===== config.mk =====
export PLATFORM = sky130hd
export DESIGN_NAME = hsk_serial_port
export DESIGN_NICKNAME = d
export VERILOG_FILES = /design/src/rtl/hsp_pkg.sv /design/src/rtl/hsp_sync.sv /design/src/rtl/hsp_divider.sv /design/src/rtl/hsp_qualify.sv /design/src/rtl/hsp_shifter.sv /design/src/rtl/hsk_serial_port.sv
export SDC_FILE = /design/constraint.sdc
export NUM_CORES = 1
export LEC_CHECK = 0
export ABC_AREA = 1
export BUFFER_PORTS_ARGS = -buffer_cell sky130_fd_sc_hd__buf_2
export CORE_UTILIZATION = 35
export CTS_BUF_LIST = sky130_fd_sc_hd__clkbuf_2
export CTS_CLUSTER_SIZE = 25
export DETAILED_ROUTE_END_ITERATION = 8
export MAX_ROUTING_LAYER = met4
export SYNTH_ARGS = -nofsm -noshare
export SYNTH_HDL_FRONTEND = slang
export SYNTH_SLANG_ARGS = --single-unit

===== constraint.sdc =====
create_clock -name clk -period 5 [get_ports clk]
set_input_delay 1 -clock clk [delete_from_list [all_inputs] [get_ports clk]]
set_output_delay 1 -clock clk [all_outputs]
set_load 0.005 [all_outputs]

===== src/rtl/hsp_pkg.sv =====
package hsp_pkg;

  typedef enum logic [1:0] {
    HSP_IDLE  = 2'd0,
    HSP_ARMED = 2'd1,
    HSP_XFER  = 2'd2
  } hsp_state_e;

  localparam logic [1:0] ADDR_DATA = 2'd0;
  localparam logic [1:0] ADDR_CTL  = 2'd1;
  localparam logic [1:0] ADDR_DIV  = 2'd2;
  localparam logic [1:0] ADDR_STAT = 2'd3;

  localparam int CTL_EN   = 0;
  localparam int CTL_EXT  = 1;
  localparam int CTL_ARB  = 2;
  localparam int CTL_RLOW = 3;
  localparam int CTL_LEN  = 4;

endpackage


===== src/rtl/hsp_sync.sv =====
module hsp_sync #(
  parameter int   STAGES  = 2,
  parameter logic RST_VAL = 1'b0
) (
  input  logic clk,
  input  logic rst_n,
  input  logic d_i,
  output logic q_o
);

  logic [STAGES-1:0] pipe_q;
  logic [STAGES-1:0] pipe_d;

  generate
    if (STAGES == 1) begin : g_single
      assign pipe_d = d_i;
    end else begin : g_chain
      assign pipe_d = {pipe_q[STAGES-2:0], d_i};
    end
  endgenerate

  always_ff @(posedge clk or negedge rst_n) begin
    if (!rst_n) pipe_q <= {STAGES{RST_VAL}};
    else        pipe_q <= pipe_d;
  end

  assign q_o = pipe_q[STAGES-1];

endmodule


===== src/rtl/hsp_divider.sv =====
module hsp_divider #(
  parameter int DIV_W = 8
) (
  input  logic             clk,
  input  logic             rst_n,
  input  logic             run_i,
  input  logic [DIV_W-1:0] div_i,
  output logic             tick_o
);

  logic [DIV_W-1:0] cnt_q;
  logic [DIV_W-1:0] cnt_d;
  logic             tick;

  always_comb begin
    tick  = run_i && (cnt_q == div_i);
    cnt_d = cnt_q;
    if (!run_i)    cnt_d = '0;
    else if (tick) cnt_d = '0;
    else           cnt_d = cnt_q + 1'b1;
  end

  always_ff @(posedge clk or negedge rst_n) begin
    if (!rst_n) cnt_q <= '0;
    else        cnt_q <= cnt_d;
  end

  assign tick_o = tick;

  AST_DIV_IDLE_ZERO: assert property (@(posedge clk) disable iff (!rst_n)
    !run_i |=> (cnt_q == '0)) else $error("divider not cleared");

endmodule


===== src/rtl/hsp_qualify.sv =====
module hsp_qualify #(
  parameter int QUAL_HALVES = 3,
  localparam int QW = $clog2(QUAL_HALVES + 1)
) (
  input  logic clk,
  input  logic rst_n,
  input  logic clr_i,
  input  logic tick_i,
  output logic start_o
);

  logic [QW-1:0] cnt_q;
  logic [QW-1:0] cnt_d;
  logic          hit;

  always_comb begin
    hit   = tick_i && (cnt_q == QW'(QUAL_HALVES - 1));
    cnt_d = cnt_q;
    if (clr_i)                cnt_d = '0;
    else if (tick_i && !hit)  cnt_d = cnt_q + 1'b1;
  end

  always_ff @(posedge clk or negedge rst_n) begin
    if (!rst_n) cnt_q <= '0;
    else        cnt_q <= cnt_d;
  end

  assign start_o = !clr_i && hit;

  AST_QUAL_NEEDS_TICK: assert property (@(posedge clk) disable iff (!rst_n)
    start_o |-> tick_i) else $error("start without half-period tick");

endmodule


===== src/rtl/hsp_shifter.sv =====
module hsp_shifter #(
  parameter int  DATA_W = 8,
  localparam int CNT_W  = $clog2(DATA_W)
) (
  input  logic              clk,
  input  logic              rst_n,
  input  logic              load_i,
  input  logic [DATA_W-1:0] load_data_i,
  input  logic              fall_i,
  input  logic              rise_i,
  input  logic              sin_i,
  input  logic [CNT_W-1:0]  last_idx_i,
  output logic [DATA_W-1:0] data_o,
  output logic              sout_o,
  output logic              last_o
);

  logic [DATA_W-1:0] sh_q, sh_d;
  logic [CNT_W-1:0]  bit_q, bit_d;
  logic              sout_q, sout_d;
  logic              last;

  always_comb begin
    last   = rise_i && (bit_q == last_idx_i);
    sh_d   = sh_q;
    bit_d  = bit_q;
    sout_d = sout_q;
    if (load_i) begin
      sh_d  = load_data_i;
      bit_d = '0;
    end else begin
      if (fall_i) sout_d = sh_q[0];
      if (rise_i) begin
        sh_d  = {sin_i, sh_q[DATA_W-1:1]};
        bit_d = last ? '0 : bit_q + 1'b1;
      end
    end
  end

  always_ff @(posedge clk or negedge rst_n) begin
    if (!rst_n) begin
      sh_q   <= '0;
      bit_q  <= '0;
      sout_q <= 1'b1;
    end else begin
      sh_q   <= sh_d;
      bit_q  <= bit_d;
      sout_q <= sout_d;
    end
  end

  assign data_o = sh_q;
  assign sout_o = sout_q;
  assign last_o = last;

  AST_BIT_BOUND: assert property (@(posedge clk) disable iff (!rst_n)
    rise_i |-> (bit_q <= last_idx_i)) else $error("bit index past length");

  AST_SOUT_ON_FALL: assert property (@(posedge clk) disable iff (!rst_n)
    (!fall_i && !load_i) |=> $stable(sout_o)) else $error("sout moved off a falling edge");

endmodule


===== src/rtl/hsk_serial_port.sv =====
module hsk_serial_port
  import hsp_pkg::*;
#(
  parameter int  DATA_W      = 8,
  parameter int  DIV_W       = 8,
  parameter int  QUAL_HALVES = 3,
  parameter int  SYNC_STAGES = 2,
  localparam int CNT_W       = $clog2(DATA_W),
  localparam int SPAN_W      = DIV_W + $clog2(QUAL_HALVES + 1) + 1
) (
  input  logic              clk,
  input  logic              rst_n,
  input  logic              reg_wr,
  input  logic              reg_rd,
  input  logic [1:0]        reg_addr,
  input  logic [DATA_W-1:0] reg_wdata,
  output logic [DATA_W-1:0] reg_rdata,
  input  logic              sclk_i,
  output logic              sclk_o,
  input  logic              sdata_i,
  output logic              sdata_o,
  input  logic              rdy_i,
  output logic              rdy_o,
  output logic              rdy_o_n,
  output logic              busy_o
);

  // reset: asynchronous assert, synchronous release
  logic [1:0] rst_pipe_q;
  logic       rst_int_n;

  always_ff @(posedge clk or negedge rst_n) begin
    if (!rst_n) rst_pipe_q <= 2'b00;
    else        rst_pipe_q <= {rst_pipe_q[0], 1'b1};
  end
  assign rst_int_n = rst_pipe_q[1];

  // configuration registers
  logic [DATA_W-1:0] ctl_q, ctl_d;
  logic [DIV_W-1:0]  div_q, div_d;
  logic              ctl_en, ctl_ext, ctl_arb, ctl_rlow;
  logic [CNT_W-1:0]  ctl_len;
  logic              wr_ctl, wr_div, wr_data, rd_data;

  assign wr_ctl  = reg_wr && (reg_addr == ADDR_CTL);
  assign wr_div  = reg_wr && (reg_addr == ADDR_DIV);
  assign wr_data = reg_wr && (reg_addr == ADDR_DATA);
  assign rd_data = reg_rd && (reg_addr == ADDR_DATA);

  assign ctl_en   = ctl_q[CTL_EN];
  assign ctl_ext  = ctl_q[CTL_EXT];
  assign ctl_arb  = ctl_q[CTL_ARB];
  assign ctl_rlow = ctl_q[CTL_RLOW];
  assign ctl_len  = ctl_q[CTL_LEN +: CNT_W];

  always_comb begin
    ctl_d = wr_ctl ? reg_wdata : ctl_q;
    div_d = wr_div ? reg_wdata[DIV_W-1:0] : div_q;
  end

  always_ff @(posedge clk or negedge rst_int_n) begin
    if (!rst_int_n) begin
      ctl_q <= '0;
      div_q <= '0;
    end else begin
      ctl_q <= ctl_d;
      div_q <= div_d;
    end
  end

  // pin synchronizers
  logic rdy_sync, sclk_sync, sclk_prev_q;
  logic rdy_act, ext_fall, ext_rise;

  hsp_sync #(.STAGES(SYNC_STAGES), .RST_VAL(1'b0)) i_rdy_sync (
    .clk(clk), .rst_n(rst_int_n), .d_i(rdy_i), .q_o(rdy_sync));

  hsp_sync #(.STAGES(SYNC_STAGES), .RST_VAL(1'b1)) i_sclk_sync (
    .clk(clk), .rst_n(rst_int_n), .d_i(sclk_i), .q_o(sclk_sync));

  always_ff @(posedge clk or negedge rst_int_n) begin
    if (!rst_int_n) sclk_prev_q <= 1'b1;
    else            sclk_prev_q <= sclk_sync;
  end

  assign rdy_act  = ctl_rlow ? !rdy_sync : rdy_sync;
  assign ext_fall = sclk_prev_q && !sclk_sync;
  assign ext_rise = !sclk_prev_q && sclk_sync;

  // transfer state
  hsp_state_e        st_q, st_d;
  logic              rdy_q, rdy_d;
  logic              busy_q, busy_d;
  logic              sclk_q, sclk_d;
  logic              done_q, done_d;
  logic [CNT_W-1:0]  last_idx_q, last_idx_d;

  logic qual_cond, div_run, half_tick, qual_start;
  logic start_int, start_ext, fall_ev, rise_ev, last_bit, load;
  logic [DATA_W-1:0] sh_data;
  logic              sh_out;

  assign qual_cond = (st_q == HSP_ARMED) && rdy_act && ctl_en && !ctl_ext;
  assign div_run   = ctl_en && !ctl_ext && (qual_cond || (st_q == HSP_XFER));

  hsp_divider #(.DIV_W(DIV_W)) i_divider (
    .clk(clk), .rst_n(rst_int_n), .run_i(div_run), .div_i(div_q), .tick_o(half_tick));

  hsp_qualify #(.QUAL_HALVES(QUAL_HALVES)) i_qualify (
    .clk(clk), .rst_n(rst_int_n), .clr_i(!qual_cond), .tick_i(half_tick),
    .start_o(qual_start));

  always_comb begin
    start_int = qual_start && (st_q == HSP_ARMED);
    start_ext = ctl_en && ctl_ext && (st_q == HSP_ARMED) && rdy_act;
    if (ctl_ext) begin
      fall_ev = (st_q == HSP_XFER) && ext_fall;
      rise_ev = (st_q == HSP_XFER) && ext_rise;
    end else begin
      fall_ev = start_int || ((st_q == HSP_XFER) && half_tick && sclk_q);
      rise_ev = (st_q == HSP_XFER) && half_tick && !sclk_q;
    end
    load       = wr_data && ctl_en && (st_q != HSP_XFER);
    last_idx_d = last_idx_q;
    if (load) last_idx_d = ctl_arb ? ctl_len : CNT_W'(DATA_W - 1);
  end

  hsp_shifter #(.DATA_W(DATA_W)) i_shifter (
    .clk(clk), .rst_n(rst_int_n), .load_i(load), .load_data_i(reg_wdata),
    .fall_i(fall_ev), .rise_i(rise_ev), .sin_i(sdata_i), .last_idx_i(last_idx_q),
    .data_o(sh_data), .sout_o(sh_out), .last_o(last_bit));

  always_comb begin
    st_d   = st_q;
    rdy_d  = rdy_q;
    busy_d = busy_q;
    sclk_d = sclk_q;
    done_d = done_q;
    if (rd_data) done_d = 1'b0;
    if (!ctl_en) begin
      st_d   = HSP_IDLE;
      rdy_d  = 1'b0;
      busy_d = 1'b0;
      sclk_d = 1'b1;
    end else begin
      case (st_q)
        HSP_IDLE: begin
          if (wr_data) begin
            st_d  = HSP_ARMED;
            rdy_d = 1'b1;
          end
        end
        HSP_ARMED: begin
          if (start_int) begin
            st_d   = HSP_XFER;
            rdy_d  = 1'b0;
            busy_d = 1'b1;
            sclk_d = 1'b0;
          end else if (start_ext) begin
            st_d   = HSP_XFER;
            busy_d = 1'b1;
          end
        end
        HSP_XFER: begin
          if (fall_ev) begin
            rdy_d = 1'b0;
            if (!ctl_ext) sclk_d = 1'b0;
          end
          if (rise_ev) begin
            sclk_d = 1'b1;
            if (last_bit) begin
              st_d   = HSP_IDLE;
              busy_d = 1'b0;
              done_d = 1'b1;
            end
          end
        end
        default: st_d = HSP_IDLE;
      endcase
    end
  end

  always_ff @(posedge clk or negedge rst_int_n) begin
    if (!rst_int_n) begin
      st_q       <= HSP_IDLE;
      rdy_q      <= 1'b0;
      busy_q     <= 1'b0;
      sclk_q     <= 1'b1;
      done_q     <= 1'b0;
      last_idx_q <= CNT_W'(DATA_W - 1);
    end else begin
      st_q       <= st_d;
      rdy_q      <= rdy_d;
      busy_q     <= busy_d;
      sclk_q     <= sclk_d;
      done_q     <= done_d;
      last_idx_q <= last_idx_d;
    end
  end

  always_comb begin
    case (reg_addr)
      ADDR_DATA: reg_rdata = sh_data;
      ADDR_CTL:  reg_rdata = ctl_q;
      ADDR_DIV:  reg_rdata = DATA_W'(div_q);
      default:   reg_rdata = DATA_W'({busy_q, done_q});
    endcase
  end

  assign sclk_o  = sclk_q;
  assign sdata_o = sh_out;
  assign rdy_o   = rdy_q;
  assign rdy_o_n = !rdy_q;
  assign busy_o  = busy_q;

  // qualification span observer (used only by the check below)
  logic [SPAN_W-1:0] span_q, span_d;
  logic [SPAN_W-1:0] span_need;

  always_comb begin
    span_d    = qual_cond ? ((span_q == '1) ? span_q : span_q + 1'b1) : '0;
    span_need = SPAN_W'(QUAL_HALVES) * (SPAN_W'(div_q) + 1'b1) - 1'b1;
  end

  always_ff @(posedge clk or negedge rst_int_n) begin
    if (!rst_int_n) span_q <= '0;
    else            span_q <= span_d;
  end

  AST_RDY_OFF: assert property (@(posedge clk) disable iff (!rst_int_n)
    !ctl_en |=> !rdy_o) else $error("ready while disabled");

  AST_RDY_CLK_LOW: assert property (@(posedge clk) disable iff (!rst_int_n)
    !sclk_o |-> !rdy_o) else $error("ready held into a transfer");

  AST_QUAL_SPAN: assert property (@(posedge clk) disable iff (!rst_int_n)
    start_int |-> (span_q >= span_need)) else $error("clock before qualification");

  AST_NO_ABORT: assert property (@(posedge clk) disable iff (!rst_int_n)
    ((st_q == HSP_XFER) && ctl_en && !last_bit) |=> (st_q == HSP_XFER))
    else $error("transfer aborted");

  AST_IDLE_HIGH: assert property (@(posedge clk) disable iff (!rst_int_n)
    (st_q != HSP_XFER) |-> sclk_o) else $error("clock low outside a transfer");

  AST_EXT_TRIGGER: assert property (@(posedge clk) disable iff (!rst_int_n)
    (ctl_ext && $rose(busy_o)) |-> $past(rdy_act)) else $error("busy without ready");

endmodule


==> results.md, run 1 <==
• critical setup path kind: input pin to output port
• Layout Area Growth over Synthesis: 10.5%
• I/O Buffers: 29
• clock sink count: 54
• initial antenna violation count: 0
• global-route wire length before repair: 10,800 µm
• row count: 32
• antenna-violating nets left: 0
• combinational family with the most area after synthesis: simple AND/OR/NAND/NOR gates
• portion of total power attributed to the clock network: 15.4%
• switching part of the total: 37.6%
• DRC Markers: 0
• synthesized-area fraction occupied by ao, oa, aoi and oai cells: 11.6%
• buffer count from post-CTS setup fixing: 0
• fraction of final layout cells sized beyond drive strength 1: 17.9%
• H-tree level count: 2
• final max-slew violation count: 0
• final layout net count: 408
• power density over the cells: 377 mW/mm²
• power spent charging and discharging nets: 449 µW
• final period utilization: 61.2%
• logic gate share of total power: 31.4%
• final worst hold slack: 0.259 ns
• CTS tree: yes
• WL/cell: 12.8 µm
• Post-DP HPWL: 4720 µm
• area of the core: 0.00781 mm²
• total inserted antenna cells: 0
• result of the run: finished, final reports clean
• Worst-Skew Late Latency: 0.47 ns
• clock root cell: clkbuf_2
• commonest non-fill, non-tap cells in the layout: nand2_1 (112), inv_1 (51), dfrtp_1 (45)
• number of max-cap violations: 0
• mux share of post-synthesis cell area: 0%
• total of cells resized after clock tree synthesis: 0
• final-report setup violation count: 0
• Die W: 92.4 µm
• XOR/XNOR Fraction of Synth Area: 1.84%
• aggregate global routing overflow: 0
• clock slew at the register clock pins of the worst setup and hold paths: 0.28 ns
• total routing usage reported by global routing: 16.6%
• CTS Hold Buffers Added: 0
• relative max-transition margin: 56.3%
• unrepaired setup endpoints after global routing: no
• required time reported for the critical path endpoint: 4.00 ns
• post-synthesis adder-cell area fraction: 3.06%
• average via count per standard cell: 4.70
• share of the yosys chip area belonging to registers: 47.6%
• number of buffers on the longest clock path: 2
• internal power component: 743 µW
• total chip power: 1190 µW
• biggest fanout along the worst timing path: 5
• Max VDD drop: 0.169 mV
• worst reg2reg startpoint: st_q[0]$_DFFE_PN0P_
• fraction of the mapped netlist area in simple logic gates: 26.9%
• number of top-level design ports: 30
• Setup TNS: 0 ns
• die span in y: 92.4 µm
• commonest non-fill, non-tap cell in the layout: nand2_1
• Worst setup SP type: input pin
• Setup crit start: reg_addr[1]
• setup clock skew after layout: 0.0325 ns
• Crit. End Element: output port
• portion of total power attributed to sequential cells: 53.1%
• via count of the first global-routing pass: 2,197
• starting density of the core: 36.7%
• Static Leakage: 0.00158 µW
• post-synthesis sequential element count: 54
• final-report hold violation count: 0
• Final Wtd Congestion: 0.850
• average footprint of a synthesized cell: 8.13 µm²
• Post-Synthesis Cells: 352
• maximum clock frequency: 327 MHz
• total length of routed wires: 6220 µm
• worst slew pin tran: 0.656 ns
• Final Critical Period: 3.06 ns
• Die Outline Area: 0.00854 mm²
• total vias in the final route: 2,291
• arrival time reported for the critical path endpoint: 2.06 ns
• starting DRC count in detailed routing: 164
• count of TritonRoute iterations in the first routing pass: 4
• pin count of the biggest net entering global routing: 53
• yosys synthesis warning count: 0
• number of distinct library cells after synthesis: 41
• classification of the worst-slack hold path: input pin to asynchronous set/reset pin
• count of fill cells added during filler insertion: 800
• TritonCTS buffer count: 5
• post-synthesis cell area: 0.00286 mm²
• number of nets in the synthesized netlist: 376
• core occupancy in the finished layout: 40.5%
-- cells by family after synthesis --
kind of cell    count (synthesis)
flops                          54
fa+ha+maj                       7
buf+inv                        63
xor+xnor                        6
simple gates                  170
compound gates                 51
other cells                     1
-- synthesized netlist by cell type (all sizes together) --
library cell  count  area, µm²
conb              1       3.75
nor3b             2       15.0
nand3            10       62.6
nand2           117        467
nor3              8       56.3
a21oi             4       31.3
dfstp             8        210
and3b             1       8.76
buf               3       21.3
xor2              4       35.0
inv              57        216
o21ai            28        140
clkbuf            2       7.51
dfrtp            46       1150
o221ai            9       78.8
xnor2             2       17.5
o2111ai           2       17.5
o21a              1       7.51
nand4             5       37.5
a31oi             1       6.26
nand3b            2       15.0
o31ai             2       15.0
clkinv            1       8.76
ha                7       87.6
nor2             25        109
o211ai            3       27.5
a22oi             1       7.51
-- cell type report --
cell class	count	area (µm²)	area share, %
Timing Repair Buffer	30	153	4.83
Multi-Input combinational cell	235	1250	39.4
Clock buffer	5	25.0	0.792
Clock inverter	3	21.3	0.673
Inverter	58	225	7.13
Sequential cell	54	1360	43.1
Tap cell	102	128	4.04
-- per-stage QoR --
step                worst slack (ns)  cells  instance area, µm²
floorplan                       2.47    352                2860
global placement                1.99    479                3110
detailed placement              1.95    479                3110
CTS                             1.95    487                3160
global route                    1.88    487                3160
finish                          1.94    487                3160
-- critical path: stages --
cell      delay [ns]
buf_2           0.10
inv_1           0.05
nor2_1          0.28
inv_1           0.20
o221ai_1        0.26
buf_2           0.17
-- worst paths after layout --
kind	endpoint	slack, ns	cells past startpoint
setup / recovery	reg_rdata[2]	1.94	6
hold reg to reg	st_q[0]$_DFFE_PN0P_	0.36	1
min in group clk	i_sclk_sync.pipe_q[1]$_DFF_PN1_	0.36	0
setup reg to reg	i_shifter.data_o[0]$_DFFE_PN0P_	2.85	10
hold / removal	rst_pipe_q[1]$_DFF_PN0_	0.26	1
max in group asynchronous	div_q[3]$_DFFE_PN0P_	4.17	1
-- state kept, by name, indices dropped and copies added (netlist names), 3 cells and up --
register          flops
last_idx_q            3
ctl_q                 8
i_shifter.data_o      8
i_divider.cnt_q       8
div_q                 8
i_shifter.bit_q       3
-- layer usage --
layer / global-route usage [%] / share of wire, %
met5: - / 0
met4: 4.17 / 1.1
met3: 3.04 / 4.7
met2: 24.8 / 43
met1: 23.2 / 51
-- power by group through the flow --
stage          Sequential [µW]  Clock, µW  Combinational, µW
2_1_floorplan              626          0                278
3_3_place_gp               640          0                367
3_5_place_dp               643          0                374
4_1_cts                    635        190                377
5_1_grt                    652        208                431
6_report                   633        184                374
Power figures use the tool's default switching activity.
==> inputs of run 2 (changes only) <==
- ABC_AREA: 1 -> 0
- clock period: 5 -> 2.7 ns (I/O delays scaled with it)
==> run 2 against run 1 <==
Total power up 91%. Synthesized area is 2.5% lower. Combinational power grew 81%. Critical path type is now flip-flop to output port. Sequential cell count unchanged. Non-clock buffer count grew 2. Critical path depth shrank 4. First-iteration DRC count is 38% lower. Utilization shrank 0.24 points.
==> results.md, run 2 <==
• buffers plus inverters on the worst setup path: 1, was 4
• initial antenna violation count: 0, unchanged
• antenna-violating nets left: 0, unchanged
• number of max-cap violations: 0, unchanged
• final worst hold slack: 0.133 ns, was 0.259 ns
• Worst-Skew Late Latency: 0.46 ns, was 0.47 ns
• I/O Buffers: 29, unchanged
• cell with the most instances after synthesis: dfrtp_1, was nand2_1
• share of the yosys chip area belonging to registers: 48.8%, was 47.6%
• Static Leakage: 0.00140 µW, was 0.00158 µW
• total inserted antenna cells: 0, unchanged
• leading cell types by count after synthesis: dfrtp_1 (46), nor2_1 (21), mux2_2 (17), nand2_1 (17), was nand2_1 (112), inv_1 (51), dfrtp_1 (46)
• depth of the worst register-to-register path: 8, was 10
• fraction of final layout cells sized beyond drive strength 1: 28.2%, was 17.9%
• total routing usage reported by global routing: 16.6%, about the same
• Max VDD drop: 0.258 mV, was 0.169 mV
• CTS tree: yes, unchanged
• count of TritonRoute iterations in the first routing pass: 4, unchanged
• maximum clock frequency: 445 MHz
• cell breakdown of the critical path: mux4_2, buf_2, was buf_2, inv_1, nor2_1, inv_1, o221ai_1, buf_2
• total of cells resized after clock tree synthesis: 0, unchanged
• worst slew pin tran: 0.576 ns, was 0.656 ns
• setup clock skew after layout: 0.0166 ns, was 0.0325 ns
• H-tree level count: 2, unchanged
• final-report hold violation count: 0, unchanged
• area of the core: 0.00773 mm², was 0.00781 mm²
• via count of the first global-routing pass: 2,024, was 2,197
• critical setup path kind: flip-flop to output port, was input pin to output port
• Final Non-Filler Cells: 382, was 487
• capturing point of the worst reg2reg path: rdy_o$_DFFE_PN0P_, was i_shifter.data_o[0]$_DFFE_PN0P_
• final-report setup violation count: 0, unchanged
• count of cell instances traversed by the critical path: 2, was 6
• result of the run: finished, final reports clean, unchanged
• clock sink count: 54, unchanged
• Crit. End Element: output port, unchanged
• aggregate global routing overflow: 0, unchanged
• core occupancy in the finished layout: 40.2%, was 40.5%
• required time reported for the critical path endpoint: 2.16 ns, was 4.00 ns
• power density over the cells: 733 mW/mm², was 377 mW/mm²
• cell total after placement: 373, was 479
• global-route wire length before repair: 10,600 µm, was 10,800 µm
• number of distinct library cells after synthesis: 51, was 41
• average via count per standard cell: 5.17, was 4.70
• Async S/R FF share, synth: 100%, unchanged
• worst stage delay on the critical path: 0.60 ns, was 0.28 ns
• Finished Cell Area: 0.00311 mm², was 0.00316 mm²
• area share of the largest cell type after synthesis: 41.3%, was 40.2%
• number of nets in the synthesized netlist: 272, was 376
• total length of routed wires: 6050 µm, was 6220 µm
• WL/cell: 15.8 µm, was 12.8 µm
• slowest cell on the critical path: dfrtp_1, was nor2_1
• relative max-transition margin: 61.4%, was 56.3%
• clock slew at the register clock pins of the worst setup and hold paths: 0.27 ns, was 0.28 ns
• most area-hungry cell type in the Yosys netlist: dfrtp_1, unchanged
• Die W: 91.3 µm, was 92.4 µm
• row count: 32, unchanged
• final max-slew violation count: 0, unchanged
• die span in y: 91.3 µm, was 92.4 µm
• placed standard-cell area: 0.00304 mm², was 0.00311 mm²
• number of top-level design ports: 30, unchanged
• starting density of the core: 36.1%, was 36.7%
• yosys synthesis warning count: 0, unchanged
• Post-DP HPWL: 4530 µm, was 4720 µm
• starting DRC count in detailed routing: 102, was 164
• number of buffers on the longest clock path: 2, unchanged
• Setup TNS: 0 ns, unchanged
• classification of the worst-slack hold path: flip-flop to asynchronous set/reset pin, was input pin to asynchronous set/reset pin
• worst reg2reg startpoint: st_q[1]$_DFFE_PN0P_, was st_q[0]$_DFFE_PN0P_
• average footprint of a synthesized cell: 11.3 µm², was 8.13 µm²
• clock root cell: clkbuf_2, unchanged
• biggest fanout along the worst timing path: 12, was 5
• post-synthesis sequential element count: 54, unchanged
• Final Wtd Congestion: 0.911, was 0.850
• Layout Area Growth over Synthesis: 11.4%, was 10.5%
• Worst setup SP type: flip-flop, was input pin
• final layout net count: 303, was 408
• register-to-register path setup slack: 0.47 ns, was 2.85 ns
• Die Outline Area: 0.00833 mm², was 0.00854 mm²
• final period utilization: 83.1%
• TritonCTS buffer count: 5, unchanged
• number of synthesized flops with an enable pin: 0, unchanged
• pin count of the biggest net entering global routing: 43, was 53
• Final Critical Period: 2.25 ns
• commonest non-fill, non-tap cells in the layout: dfrtp_1 (45), buf_2 (29), nor2_1 (21), was nand2_1 (112), inv_1 (51), dfrtp_1 (45)
• DRC Markers: 0, unchanged
• biggest area contributors in the synthesized netlist: dfrtp_1 (41%), dfstp_2 (7.5%), mux2_2 (6.9%), was dfrtp_1 (40%), nand2_1 (15%), dfstp_2 (7.3%)
• Top Family by Delay on Critical Path: flip-flops, was buffers and inverters
• arrival time reported for the critical path endpoint: 1.71 ns, was 2.06 ns
• total vias in the final route: 1,975, was 2,291
• commonest non-fill, non-tap cell in the layout: dfrtp_1, was nand2_1
• most common flop cell mapped by yosys: dfrtp_1, unchanged
• post-synthesis cell area: 0.00279 mm², was 0.00286 mm²
• Post-Synthesis Cells: 248, was 352
• unrepaired setup endpoints after global routing: no, unchanged
## run 2: cell count changes after synthesis, moves of 5 or more
cell and change:
a31oi_1 +6, xnor2_1 +11, inv_1 -38, a21o_1 +8, mux2_2 +17, inv_2 -5
o21ai_0 -19, mux2i_1 +10, nand2_1 -95, o221ai_1 -9, a22o_1 +8
## run 2: area by class of cell
cell class,count,area (µm²)
clock buffer,6,30.0
clock inverter,2,33.8
fill,792,4620
multi-input combinational,173,1340
inverter,13,48.8
tap,102,128
timing repair buffer,32,170
sequential,54,1360
## run 2: metal layers
metal / up-vias / GRT usage [%] / share of wire, %
li1: 948 / - / -
met1: 977 / 23.5 / 50
met2: 43 / 24.5 / 46
met3: 7 / 4.10 / 3.6
met4: 0 / 3.04 / 0.74
met5: - / - / 0
## run 2: power breakdown
part,internal (µW),switching (µW),leakage (µW)
clock,157,261,0.0000406
sequential,1010,175,0.000663
combinational,335,344,0.000699
## run 2: worst register-to-register path, cell delays in order (launching register included)
cell and delay (ns):
dfrtp_1 0.45, inv_1 0.13, ha_1 0.26, nand2_1 0.16
or3_4 0.41, o31ai_4 0.09, a31oi_2 0.16, a211oi_2 0.30
mux2i_1 0.22
## run 2: worst max-delay path by stage
stage                               startpoint                              end
after global routing       st_q[1]$_DFFE_PN0P_                rdy_o$_DFFE_PN0P_
after floorplan            st_q[0]$_DFFE_PN0P_  i_shifter.data_o[3]$_DFFE_PN0P_
final                     ctl_q[0]$_DFFE_PN0P_                     reg_rdata[0]
after CTS                 ctl_q[0]$_DFFE_PN0P_                     reg_rdata[0]
after detailed placement           reg_addr[0]             ctl_q[4]$_DFFE_PN0P_
after global placement             reg_addr[0]             ctl_q[5]$_DFFE_PN0P_
## run 2: cells by family after synthesis
family                     after synthesis  synth area share [%]
adders and majority gates                7                  3.14
buffers and inverters                   21                  3.32
muxes                                   29                  12.1
xor gates and xnor gates                20                  6.28
and+or+nand+nor                         67                  12.5
DFF                                     54                  48.8
AOI/OAI and AO/OA                       49                  13.8
other                                    1                 0.134
## run 2: metrics by stage
step / power [µW] / worst slack [ns]
floorplan: 1660 / 0.843
global placement: 1860 / 0.530
detailed placement: 1880 / 0.487
CTS: 2300 / 0.459
global route: 2430 / 0.255
finish: 2280 / 0.455
## run 2: what timing repair did
| action | 4_1_cts | 5_1_grt |
|---|---|---|
| hold buffers | 1 | 0 |
| setup buffers | 0 | 0 |
| hold endpoints to repair | 2 | 0 |
